`src/rtl/awc_pkg.sv`:
```
package awc_pkg;

    localparam int TAG_W = 8;

    typedef enum logic [1:0] {
        ACC_READ  = 2'b00,
        ACC_WRITE = 2'b01,
        ACC_RMW   = 2'b10,
        ACC_RSVD  = 2'b11
    } acc_kind_e;

    typedef enum logic [1:0] {
        CM_WRTHRU = 2'b00,
        CM_COPYBK = 2'b01,
        CM_NC_SER = 2'b10,
        CM_NC     = 2'b11
    } cmode_e;

    typedef struct packed {
        logic             en;
        logic [TAG_W-1:0] base;
        logic [TAG_W-1:0] mask;
        logic [1:0]       priv;
        cmode_e           cmode;
        logic             wp;
        logic [1:0]       upa;
    } win_cfg_t;

endpackage

```
`src/rtl/awc_window_match.sv`:
```
module awc_window_match
    import awc_pkg::*;
(
    input  win_cfg_t         cfg,
    input  logic [TAG_W-1:0] tag,
    input  logic             super_mode,
    output logic             hit
);

    logic priv_ok;
    logic addr_ok;

    always_comb begin
        priv_ok = cfg.priv[1] | (cfg.priv[0] == super_mode);
        addr_ok = ((tag ^ cfg.base) & ~cfg.mask) == '0;
        hit     = cfg.en & priv_ok & addr_ok;
    end

endmodule

```
`src/rtl/awc_prio_pick.sv`:
```
module awc_prio_pick #(
    parameter  int N     = 2,
    localparam int IDX_W = (N > 1) ? $clog2(N) : 1
) (
    input  logic [N-1:0]     hits,
    output logic             any,
    output logic [IDX_W-1:0] idx
);

    always_comb begin
        any = 1'b0;
        idx = '0;
        for (int i = N - 1; i >= 0; i--) begin
            if (hits[i]) begin
                any = 1'b1;
                idx = IDX_W'(i);
            end
        end
    end

endmodule

```
`src/rtl/awc_unit.sv`:
```
module awc_unit
    import awc_pkg::*;
#(
    parameter  int NUM_WIN = 2,
    parameter  int ADDR_W  = 32,
    localparam int IDX_W   = (NUM_WIN > 1) ? $clog2(NUM_WIN) : 1
) (
    input  logic              clk,
    input  logic              rst_n,
    input  logic              cfg_we,
    input  logic [IDX_W-1:0]  cfg_idx,
    input  logic              cfg_en,
    input  logic [TAG_W-1:0]  cfg_base,
    input  logic [TAG_W-1:0]  cfg_mask,
    input  logic [1:0]        cfg_priv,
    input  logic [1:0]        cfg_cmode,
    input  logic              cfg_wp,
    input  logic [1:0]        cfg_upa,
    input  logic              acc_req,
    input  logic [ADDR_W-1:0] acc_addr,
    input  logic              acc_super,
    input  logic [1:0]        acc_kind,
    output logic              res_valid,
    output logic              res_hit,
    output logic [1:0]        res_cmode,
    output logic [1:0]        res_upa,
    output logic              res_abort
);

    typedef struct packed {
        win_cfg_t [NUM_WIN-1:0] win;
        logic                   vld;
        logic                   hit;
        logic                   abort;
        cmode_e                 cmode;
        logic [1:0]             upa;
    } state_t;

    state_t s_d, s_q;

    logic [TAG_W-1:0]   tag;
    logic [NUM_WIN-1:0] win_hit;
    logic               any_hit;
    logic [IDX_W-1:0]   pick;
    logic               is_store;

    assign tag      = acc_addr[ADDR_W-1 -: TAG_W];
    assign is_store = (acc_kind_e'(acc_kind) == ACC_WRITE) ||
                      (acc_kind_e'(acc_kind) == ACC_RMW);

    for (genvar g = 0; g < NUM_WIN; g++) begin : g_win
        awc_window_match u_match (
            .cfg        (s_q.win[g]),
            .tag        (tag),
            .super_mode (acc_super),
            .hit        (win_hit[g])
        );
    end

    awc_prio_pick #(.N(NUM_WIN)) u_pick (
        .hits (win_hit),
        .any  (any_hit),
        .idx  (pick)
    );

    always_comb begin
        s_d       = s_q;
        s_d.vld   = 1'b0;
        s_d.hit   = 1'b0;
        s_d.abort = 1'b0;
        s_d.cmode = CM_WRTHRU;
        s_d.upa   = 2'b00;

        if (acc_req) begin
            s_d.vld = 1'b1;
            if (any_hit) begin
                s_d.hit   = 1'b1;
                s_d.cmode = s_q.win[pick].cmode;
                s_d.upa   = s_q.win[pick].upa;
                s_d.abort = s_q.win[pick].wp & is_store;
            end
        end

        if (cfg_we && (int'(cfg_idx) < NUM_WIN)) begin
            s_d.win[cfg_idx].en    = cfg_en;
            s_d.win[cfg_idx].base  = cfg_base;
            s_d.win[cfg_idx].mask  = cfg_mask;
            s_d.win[cfg_idx].priv  = cfg_priv;
            s_d.win[cfg_idx].cmode = cmode_e'(cfg_cmode);
            s_d.win[cfg_idx].wp    = cfg_wp;
            s_d.win[cfg_idx].upa   = cfg_upa;
        end
    end

    always_ff @(posedge clk) begin
        if (!rst_n) begin
            s_q <= '0;
        end else begin
            s_q <= s_d;
        end
    end

    assign res_valid = s_q.vld;
    assign res_hit   = s_q.hit;
    assign res_cmode = s_q.cmode;
    assign res_upa   = s_q.upa;
    assign res_abort = s_q.abort;

endmodule

```
`config.mk`:
```
export PLATFORM = sky130hd
export DESIGN_NAME = awc_unit
export DESIGN_NICKNAME = d
export VERILOG_FILES = /design/src/rtl/awc_pkg.sv /design/src/rtl/awc_window_match.sv /design/src/rtl/awc_prio_pick.sv /design/src/rtl/awc_unit.sv
export SDC_FILE = /design/constraint.sdc
export NUM_CORES = 1
export LEC_CHECK = 0
export BUFFER_PORTS_ARGS = -buffer_cell sky130_fd_sc_hd__buf_2
export CAP_MARGIN = 20
export CORE_UTILIZATION = 45
export CTS_BUF_LIST = sky130_fd_sc_hd__clkbuf_2
export DETAILED_ROUTE_END_ITERATION = 6
export HOLD_SLACK_MARGIN = 0.1
export PLACE_DENSITY = 0.76
export REMOVE_ABC_BUFFERS = 1
export SLEW_MARGIN = 20
export SYNTH_ARGS = -nofsm -noshare
export SYNTH_HDL_FRONTEND = slang
export SYNTH_SLANG_ARGS = --single-unit
```
`constraint.sdc`:
```
create_clock -name clk -period 1.7 [get_ports clk]
set_input_delay 0.255 -clock clk [delete_from_list [all_inputs] [get_ports clk]]
set_output_delay 0.255 -clock clk [all_outputs]
set_load 0.005 [all_outputs]
```
After elaboration in Yosys (flattened, before gate mapping)
Index checks and enable logic that the tools add are counted.
{"block": "classes", "n_lt_le_gt_ge": 3, "eq_ne": 4, "n_mux": 28, "n_bitwise": 13, "n_reduce_logical": 6}
{"op": "48-bit bitwise mux", "n": 7}
{"op": "24-bit demux with 1-bit select", "n": 7}
{"op": "24-bit two-way mux", "n": 1}
{"op": "23-bit two-way mux", "n": 1}
{"op": "8-bit bitwise AND", "n": 2}
{"op": "8-bit logical NOT", "n": 2}
{"op": "8-bit inverter", "n": 2}
{"op": "8-bit XOR", "n": 2}
{"op": "15-bit two-way mux", "n": 1}
{"op": "5-bit two-way mux", "n": 3}
{"op": "7-bit two-way mux", "n": 2}
{"op": "6-bit two-way mux", "n": 1}
{"op": "1-bit bitwise AND", "n": 5}
{"op": "1-bit by 2-bit less-than comparator with 1-bit output (second input constant)", "n": 2}
{"op": "1-bit two-way mux", "n": 3}
{"op": "3-bit two-way mux", "n": 1}
{"op": "3-bit AND reduction", "n": 1}
{"op": "1-bit == test", "n": 2}
{"op": "2-bit by 1-bit == test with 1-bit output (second input constant)", "n": 1}
{"op": "2-bit == test (second input constant)", "n": 1}
{"op": "2-bit two-way mux", "n": 1}
{"op": "1-bit bitwise OR", "n": 2}
{"op": "2-bit AND reduction", "n": 1}
{"op": "1-bit greater-or-equal comparator (second input constant)", "n": 1}
{"op": "2 further kinds", "n": 2}
{"block": "word_totals", "reg_bits": 55, "in_bits": 64, "out_inout_bits": 7, "elab_cells": 73}

Depth between registers and ports, before layout
Gate-level depths: netlist of run 1.
{"block": "logic_depth", "word_depth": 11, "depth_mapped": 5, "mapped_depth_nobuf": 5}

Hierarchy
Synthesis of run 1 repeated with hierarchy kept, for this count alone.
{"block": "unflattened", "cells_unflattened": 272, "hier_area_um2": 2459.9}
{"mod": "awc_unit", "instances": 1, "cells_each": 238, "area_per_inst_um2": 2194.6, "seq_area_each_um2": 1101.1}
{"mod": "awc_window_match", "instances": 2, "cells_each": 16, "area_per_inst_um2": 125.1, "seq_area_each_um2": 0.0}
{"mod": "awc_prio_pick", "instances": 1, "cells_each": 2, "area_per_inst_um2": 15.0, "seq_area_each_um2": 0.0}

Worst setup path after synthesis of run 1
No wires, ideal clock.
{"block": "synth_path", "path_type": "register to register", "startpoint": "reg s_q[29] (netlist name)", "endpoint": "reg s_q, in the netlist res_abort", "setup_time_ps": 125, "arrival_ps": 1366, "required_time_ps": 1575, "slack_ps": 210, "path_stages_with_launch": 6, "n_path_buf": 0, "synth_period_minus_slack_ps": 1490, "path_cell_list": "dfxtp_1 > xnor2_1 > o21ai_1 > or4_4 > o2111ai_1 > a211oi_1"}
{"block": "synth_between", "elab_chain_cells": 8, "elab_cells_between_ends": 10, "cone_classes": "mux (4); bitwise (4); reduce/logical (2)"}
{"item": "start: declaration", "line": "awc_unit.sv:39", "source": "state_t s_d, s_q;"}
{"item": "start signal: assignment", "line": "awc_unit.sv:97", "source": "s_q <= '0;"}
{"item": "start signal: assignment", "line": "awc_unit.sv:99", "source": "s_q <= s_d;"}
{"item": "8-bit XOR *", "line": "awc_window_match.sv:15", "source": "addr_ok = ((tag ^ cfg.base) & ~cfg.mask) == '0;"}
{"item": "8-bit bitwise AND *", "line": "awc_window_match.sv:15"}
{"item": "8-bit logical NOT *", "line": "awc_window_match.sv:15"}
{"item": "1-bit bitwise AND *", "line": "awc_window_match.sv:16", "source": "hit = cfg.en & priv_ok & addr_ok;"}
{"item": "1-bit two-way mux", "line": "awc_prio_pick.sv:14", "source": "if (hits[i]) begin"}
{"item": "5-bit two-way mux (not written as such) (2 in a row)", "line": "awc_unit.sv:80", "source": "s_d.abort = s_q.win[pick].wp & is_store;"}
{"item": "1-bit bitwise AND", "line": "awc_unit.sv:80"}
Mark *: on every way between the ends. The rest lies on a longest branch, timed or not. The select of a mux whose other input is x is not followed.
A chain may end at the register's enable or synchronous reset.

Worst setup path in the final report of run 1
{"block": "layout_path", "startpoint": "reg s_q[22] (netlist name)", "endpoint": "reg s_q, in the netlist res_cmode[1]"}
{"block": "layout_between", "elab_chain_cells": 7, "elab_cells_between_ends": 9, "cone_classes": "mux (4); bitwise (3); reduce/logical (2)"}
{"item": "8-bit XOR *", "line": "awc_window_match.sv:15"}
{"item": "8-bit bitwise AND *", "line": "awc_window_match.sv:15"}
{"item": "8-bit logical NOT *", "line": "awc_window_match.sv:15"}
{"item": "1-bit bitwise AND *", "line": "awc_window_match.sv:16"}
{"item": "1-bit two-way mux", "line": "awc_prio_pick.sv:14"}
{"item": "5-bit two-way mux (2 in a row)"}
Marks and branches as above.

==> results of run 1 <==
[placed cells by master (no fill, tap or decap), types with 2 or more instances in the layout]
cell type / n
sky130_fd_sc_hd__buf_2: 46
sky130_fd_sc_hd__dlygate4sd3_1: 27
sky130_fd_sc_hd__xnor2_1: 19
sky130_fd_sc_hd__o2111ai_2: 2
sky130_fd_sc_hd__o2111ai_1: 3
sky130_fd_sc_hd__buf_4: 8
sky130_fd_sc_hd__o21ai_1: 2
sky130_fd_sc_hd__nand3_1: 5
sky130_fd_sc_hd__nand2_1: 98
sky130_fd_sc_hd__o22ai_1: 6
sky130_fd_sc_hd__clkbuf_2: 5
sky130_fd_sc_hd__nor2_1: 5
sky130_fd_sc_hd__a21oi_1: 4
sky130_fd_sc_hd__dfxtp_1: 54
sky130_fd_sc_hd__a21boi_0: 47
[area by class of cell]
cell class	count	share of cell area, %
inverters	1	0.126
multi-input cells	203	38.8
clock inverters	3	1.60
clock buffers	5	0.841
flip-flops and latches	55	37.0
repair buffers	81	18.8
well taps	67	2.82
[worst max-delay path: cells and delay by family, from the launching register on]
| kind | cells | cell delay [ps] |
|---|---|---|
| compound gates | 2 | 330 |
| xor+xnor | 1 | 190 |
| flops | 1 | 390 |
| simple gates | 2 | 650 |
[sequential cells by signal, indices dropped and copies added, names as in the netlist]
signal,count
res_abort,1
res_upa,2
s_q,48
res_cmode,2
res_hit,1
res_valid,1
[worst max path at each step]
stage,startpoint,endpoint,slack [ps],depth (start not counted)
finish,s_q[22]$_SDFFE_PN0P_,res_cmode[1]$_SDFF_PN0_,90,5
global route,s_q[22]$_SDFFE_PN0P_,res_cmode[1]$_SDFF_PN0_,3,5
floorplan,s_q[29]$_SDFFE_PN0P_,res_abort$_SDFF_PN0_,210,5
global placement,acc_addr[31],res_abort$_SDFF_PN0_,30,6
detailed placement,acc_addr[31],res_upa[1]$_SDFF_PN0_,20,6
CTS,s_q[29]$_SDFFE_PN0P_,res_upa[1]$_SDFF_PN0_,80,5
[power by group]
part	switching, W	internal [W]	total (W)
clock	0.000431	0.000257	0.000688
combinational	0.000168	0.000170	0.000337
sequential	0.0000283	0.00135	0.00138
[what timing repair did]
action | CTS | global route
hold endpoints to repair | 50 | 0
hold buffers | 27 | 0
resized for setup | 0 | 4
setup endpoints to repair | 0 | 3
[stage by stage]
stage	util, %	power (W)	hold slack, ps
3_5_place_dp	54.3	0.00168	457
4_1_cts	61.4	0.00241	159
3_3_place_gp	54.3	0.00167	450
6_report	61.8	0.00240	157
2_1_floorplan	-	0.00155	390
5_1_grt	61.8	0.00249	171
[per-layer routing]
metal | share of wire (%) | up-vias | track usage [%] | wire length [um]
met5 | 0 | - | 0 | 0
met4 | 1.1 | 0 | 6.20 | 58
met3 | 4.3 | 7 | 3.84 | 224
met2 | 48 | 55 | 36.7 | 2480
met1 | 47 | 929 | 25.1 | 2410
li1 | - | 1053 | - | -
[kinds of logic (layout without fill, tap and decap cells)]
logic type | after synthesis | after routing | share of synthesized area, %
xor+xnor | 19 | 19 | 7.24
flops | 55 | 55 | 47.9
compound gates | 67 | 67 | 21.2
buf+inv | 17 | 90 | 2.77
simple gates | 117 | 117 | 20.9
==> flow_summary.yaml, run 1 <==
worst_setup_path:
  timing.critical_path.to_type: "flop"
  worstPathCellList: "xnor2_1 > nor2_2 > or4_4 > o2111ai_1 > a21oi_1"
  critical_path.max_stage_delay_ps: 580
  critical_path.max_fanout: 5
  timing.reg2reg.worst_path_depth: 5
  worst_ep_arrival_time_ps: 2020
  crit_path_top_delay_cell: "sky130_fd_sc_hd__or4_4"
  timing.critical_path.required_ps: 2100
  crit-reg2reg-capture: "res_cmode[1]$_SDFF_PN0_"
  timing.setup.critical_path_class: "reg2reg"
  crit-reg2reg-launch: "s_q[22]$_SDFFE_PN0P_"
  r2r_setup_slack_ps: 90
  start_kind: "flop"
synthesis:
  ys_warn_count: 0
  synth_top_cells_by_count: "98 x sky130_fd_sc_hd__nand2_1, 55 x sky130_fd_sc_hd__dfxtp_1, 47 x sky130_fd_sc_hd__a21boi_0"
  synth_most_common_cell: "sky130_fd_sc_hd__nand2_1"
  synth.yosys.seq_area_share_pct: 47.9
  synth_area_leaders: "sky130_fd_sc_hd__dfxtp_1 48%, sky130_fd_sc_hd__nand2_1 16%, sky130_fd_sc_hd__a21boi_0 15%, sky130_fd_sc_hd__xnor2_1 7.2%, sky130_fd_sc_hd__clkbuf_1 2.6%"
  synth_edf_count: 0
  synth.distinct_cells: 24
  synth.ff_latch_count: 55
  synth_cells: 275
  post_synth.cell_area_avg_um2: 8.36
  synth_top_flop_cell: "sky130_fd_sc_hd__dfxtp_1"
  synth_top_cell_by_area: "sky130_fd_sc_hd__dfxtp_1"
  synth_top_cell_area_share_pct: 47.9
  postSynth.asyncResetShare_pct: 0
  post_synthesis_cell_area_um2: 2300
routing:
  ant_nets: 0
  detail_route.drc_violations: 0
  first_pass_iters: 4
  vias_per_cell: 4.93
  wire_per_inst_um: 12.5
  via_count: 2044
  finalWirelength_mm: 5.17
  first_iter_violations: 102
placement:
  gp_congestion: 0.736
  place_area_um2: 2610
  buffer_ports.inserted: 46
  post-place-ws_ps: 23.1
  detailed_place_hpwl_mm: 3.28
  dp.cells: 380
clock_network:
  tritoncts.num_buffers: 5
  cts-root-buf: "sky130_fd_sc_hd__clkbuf_2"
  clock_tree_from_tritoncts: "yes"
  clock-sinks: 55
  clkLatencyLatePin_ps: 470
  post-cts-setup-buffers: 0
  clock_transition_at_the_registers_of_the_reported_paths_ps: 290
  cts.path.max_buffers: 2
  htree_num_levels: 2
final_layout:
  nets: 411
  fillers: 445
  total_area_of_sequential_cells_um2: 1100
  layout-area-overhead-vs-synth_pct: 29.4
  finalNonFillerCells: 415
  layout.cell_area.non_filler_um2: 2980
  multi_input_gate_area_in_the_final_layout_um2: 1150
  antenna-diode-count: 0
  drive_above_1_share_pct: 19.8
sta:
  final_slew_violations: 0
  layout_setup_ws_ps: 86.0
  worst-slew-pin-transition_ps: 469
  grt_setup_unrepaired: "false"
  period_share_pct: 94.9
  setup-violations-final: 0
  fin_crit_ps: 1610
  timing.setup.tns_ps: 0
  achievable-frequency_ghz: 0.620
  max-slew-margin-rel_pct: 68.6
  final.setup_skew_ps: 30.2
  timing.final.hold_violations: 0
pwr:
  ir_drop_mv: 0.511
  p_leak_nw: 1.13
  powerDensity_nw_per_um2: 807
die:
  design.portCount: 71
  floorplan.die.height_um: 73.5
  floorplan.initialDensity_pct: 47.7
  core-area_um2: 4820
  floorplan.die_area_um2: 5400
  dieWidth_um: 73.5
  core.rowCount: 25
worst_hold_path:
  timing.hold.worst.class: "in2reg"
  worstHoldEndpoint: "res_valid$_SDFF_PN0_"
  min_delay_path_depth: 3
  worstHoldStart: "rst_n"
status:
  run_status: "complete, no violations"
global_route:
  first_global_vias: 1952
  antenna_found_initial: 0
  pin_count_of_the_biggest_net_entering_global_routing: 32
  grt.total_usage_pct: 20.6
  grt_overflow: 0
  grt_first_pass_wirelength_mm: 8.49
run:
  drv_cap: 0
Note: power is estimated with default switching activity, not from simulation.
==> run 2, diff against run 1 <==
--- a/config.mk
+++ b/config.mk
@@ -8,7 +8,6 @@
 export BUFFER_PORTS_ARGS = -buffer_cell sky130_fd_sc_hd__buf_2
 export CAP_MARGIN = 20
 export CORE_UTILIZATION = 45
-export CTS_BUF_LIST = sky130_fd_sc_hd__clkbuf_2
 export DETAILED_ROUTE_END_ITERATION = 6
 export HOLD_SLACK_MARGIN = 0.1
 export PLACE_DENSITY = 0.76
==> run 2 against run 1 <==
Net effect: cell area fell by 7.4%; count of clock-buffer cells in the layout did not move; sequential share of layout area rose by 2.9 points; hold slack improved by 31 ps; global-route usage fell by 1.2 points; register-to-register slack improved by 20 ps; core utilization fell by 4.6 points; critical path type unchanged; highest routed layer unchanged.
==> flow_summary.yaml, run 2 (synthesis results as in run 1) <==
final_layout:
  finalCoreUtilization_pct: 57.2
  antenna-diode-count: 0
  final_cell_mix: "98 x sky130_fd_sc_hd__nand2_1, 55 x sky130_fd_sc_hd__dfxtp_1, 47 x sky130_fd_sc_hd__a21boi_0"
  multi_input_gate_area_in_the_final_layout_um2: 1160
  layout-area-overhead-vs-synth_pct: 19.8
  drive_above_1_share_pct: 21.5
  fillers: 465
  layout_commonest_cell: "sky130_fd_sc_hd__nand2_1"
  total_area_of_sequential_cells_um2: 1100
  largest_register_ffs: 48
  max_flop_register: "s_q"
  nets: 384
sta:
  timing.final.hold_violations: 0
  final.setup_skew_ps: 10.4
  layout_setup_ws_ps: 105
  final_slew_violations: 0
  fin_crit_ps: 1590
  period_share_pct: 93.8
  grt_setup_unrepaired: "false"
  timing.setup.tns_ps: 0
  setup-violations-final: 0
  worst-slew-pin-transition_ps: 515
  achievable-frequency_ghz: 0.627
  max-slew-margin-rel_pct: 65.5
placement:
  detailed_place_hpwl_mm: 3.28
  post-place-ws_ps: 23.1
  gp_congestion: 0.736
  buffer_ports.inserted: 46
die:
  design.portCount: 71
  floorplan.die_area_um2: 5400
  dieWidth_um: 73.5
  core-area_um2: 4820
  floorplan.initialDensity_pct: 47.7
  floorplan.die.height_um: 73.5
  core.rowCount: 25
global_route:
  grt.total_usage_pct: 19.4
  antenna_found_initial: 0
  pin_count_of_the_biggest_net_entering_global_routing: 32
  grt_first_pass_wirelength_mm: 7.91
  grt_overflow: 0
  first_global_vias: 1788
pwr:
  powerDensity_nw_per_um2: 922
  ir_drop_mv: 0.546
  p_leak_nw: 1.03
status:
  run_status: "complete, no violations"
clock_network:
  clock-sinks: 55
  clock_transition_at_the_registers_of_the_reported_paths_ps: 100
  clock_tree_from_tritoncts: "yes"
  cts.path.max_buffers: 2
  clkLatencyLatePin_ps: 310
  cts_hold_buf: 0
  tritoncts.num_buffers: 5
  cts-root-buf: "sky130_fd_sc_hd__clkbuf_8"
  htree_num_levels: 2
worst_setup_path:
  timing.reg2reg.worst_path_depth: 5
  timing.critical_path.to_type: "flop"
  start_kind: "flop"
  crit-reg2reg-launch: "s_q[22]$_SDFFE_PN0P_"
  crit-reg2reg-capture: "res_upa[0]$_SDFF_PN0_"
  worst_ep_arrival_time_ps: 1800
  worstPathCellList: "xnor2_1 > nor2_2 > or4_4 > o2111ai_1 > a21oi_1"
  critical_path.max_fanout: 5
  critical_path.max_stage_delay_ps: 590
  crit_path_top_delay_cell: "sky130_fd_sc_hd__or4_4"
  timing.critical_path.required_ps: 1910
  r2r_setup_slack_ps: 110
  timing.setup.critical_path_class: "reg2reg"
worst_hold_path:
  min_delay_path_depth: 3
  worstHoldEndpoint: "s_q[10]$_SDFFE_PN0P_"
  worstHoldStart: "cfg_cmode[0]"
  timing.hold.worst.class: "in2reg"
routing:
  vias_per_cell: 4.94
  first_pass_iters: 4
  finalWirelength_mm: 4.78
  via_count: 1918
  ant_nets: 0
  wire_per_inst_um: 12.3
  detail_route.drc_violations: 0
  first_iter_violations: 88
run:
  drv_cap: 0
run 2: how the worst max path moves through the flow:
| stage | start | to | slack [ps] | depth (start not counted) |
|---|---|---|---|---|
| CTS | s_q[29]$_SDFFE_PN0P_ | res_upa[1]$_SDFF_PN0_ | 70 | 5 |
| detailed placement | acc_addr[31] | res_upa[1]$_SDFF_PN0_ | 20 | 6 |
| global route | s_q[22]$_SDFFE_PN0P_ | res_upa[1]$_SDFF_PN0_ | 20 | 5 |
| finish | s_q[22]$_SDFFE_PN0P_ | res_upa[0]$_SDFF_PN0_ | 110 | 5 |
| global placement | acc_addr[31] | res_abort$_SDFF_PN0_ | 30 | 6 |
| floorplan | s_q[29]$_SDFFE_PN0P_ | res_abort$_SDFF_PN0_ | 210 | 5 |
run 2: area by class of cell:
type,count,area share [%]
repair buffers,54,10.5
clock inverters,3,1.73
flip-flops and latches,55,40.0
well taps,67,3.04
inverters,1,0.136
clock buffers,5,2.50
multi-input cells,203,42.1
run 2: what timing repair did:
| item | 4_1_cts | 5_1_grt |
|---|---|---|
| resized for setup | 0 | 4 |
| endpoints found under the setup margin | 0 | 4 |
| buffers inserted | 0 | 0 |
run 2: critical path, delay by kind of cell (launching register included):
kind	cells	cell delay (ps)
flip-flops	1	330
XOR/XNOR	1	190
AO/OA/AOI/OAI	2	320
AND/OR/NAND/NOR	2	660
run 2: per-layer routing:
layer	up-vias	track usage, %	part of all wire (%)
li1	1000	-	-
met1	864	24.0	49
met2	47	33.0	45
met3	7	4.12	4.5
met4	0	7.48	1.2
met5	-	0	0
run 2: per-stage QoR:
step / hold slack (ps) / power (W) / area (um^2) / cells
6_report: 188 / 0.00254 / 2760 / 388
5_1_grt: 187 / 0.00264 / 2760 / 388
4_1_cts: 185 / 0.00256 / 2730 / 388
3_5_place_dp: 457 / 0.00168 / 2610 / 380
3_3_place_gp: 450 / 0.00167 / 2610 / 380
2_1_floorplan: 390 / 0.00155 / 2240 / 259
run 2: power by group:
part | internal (W) | leakage, nW | switching (W)
clock | 0.000447 | 0.0587 | 0.000439
combinational | 0.000128 | 0.522 | 0.000158
sequential | 0.00134 | 0.449 | 0.0000286
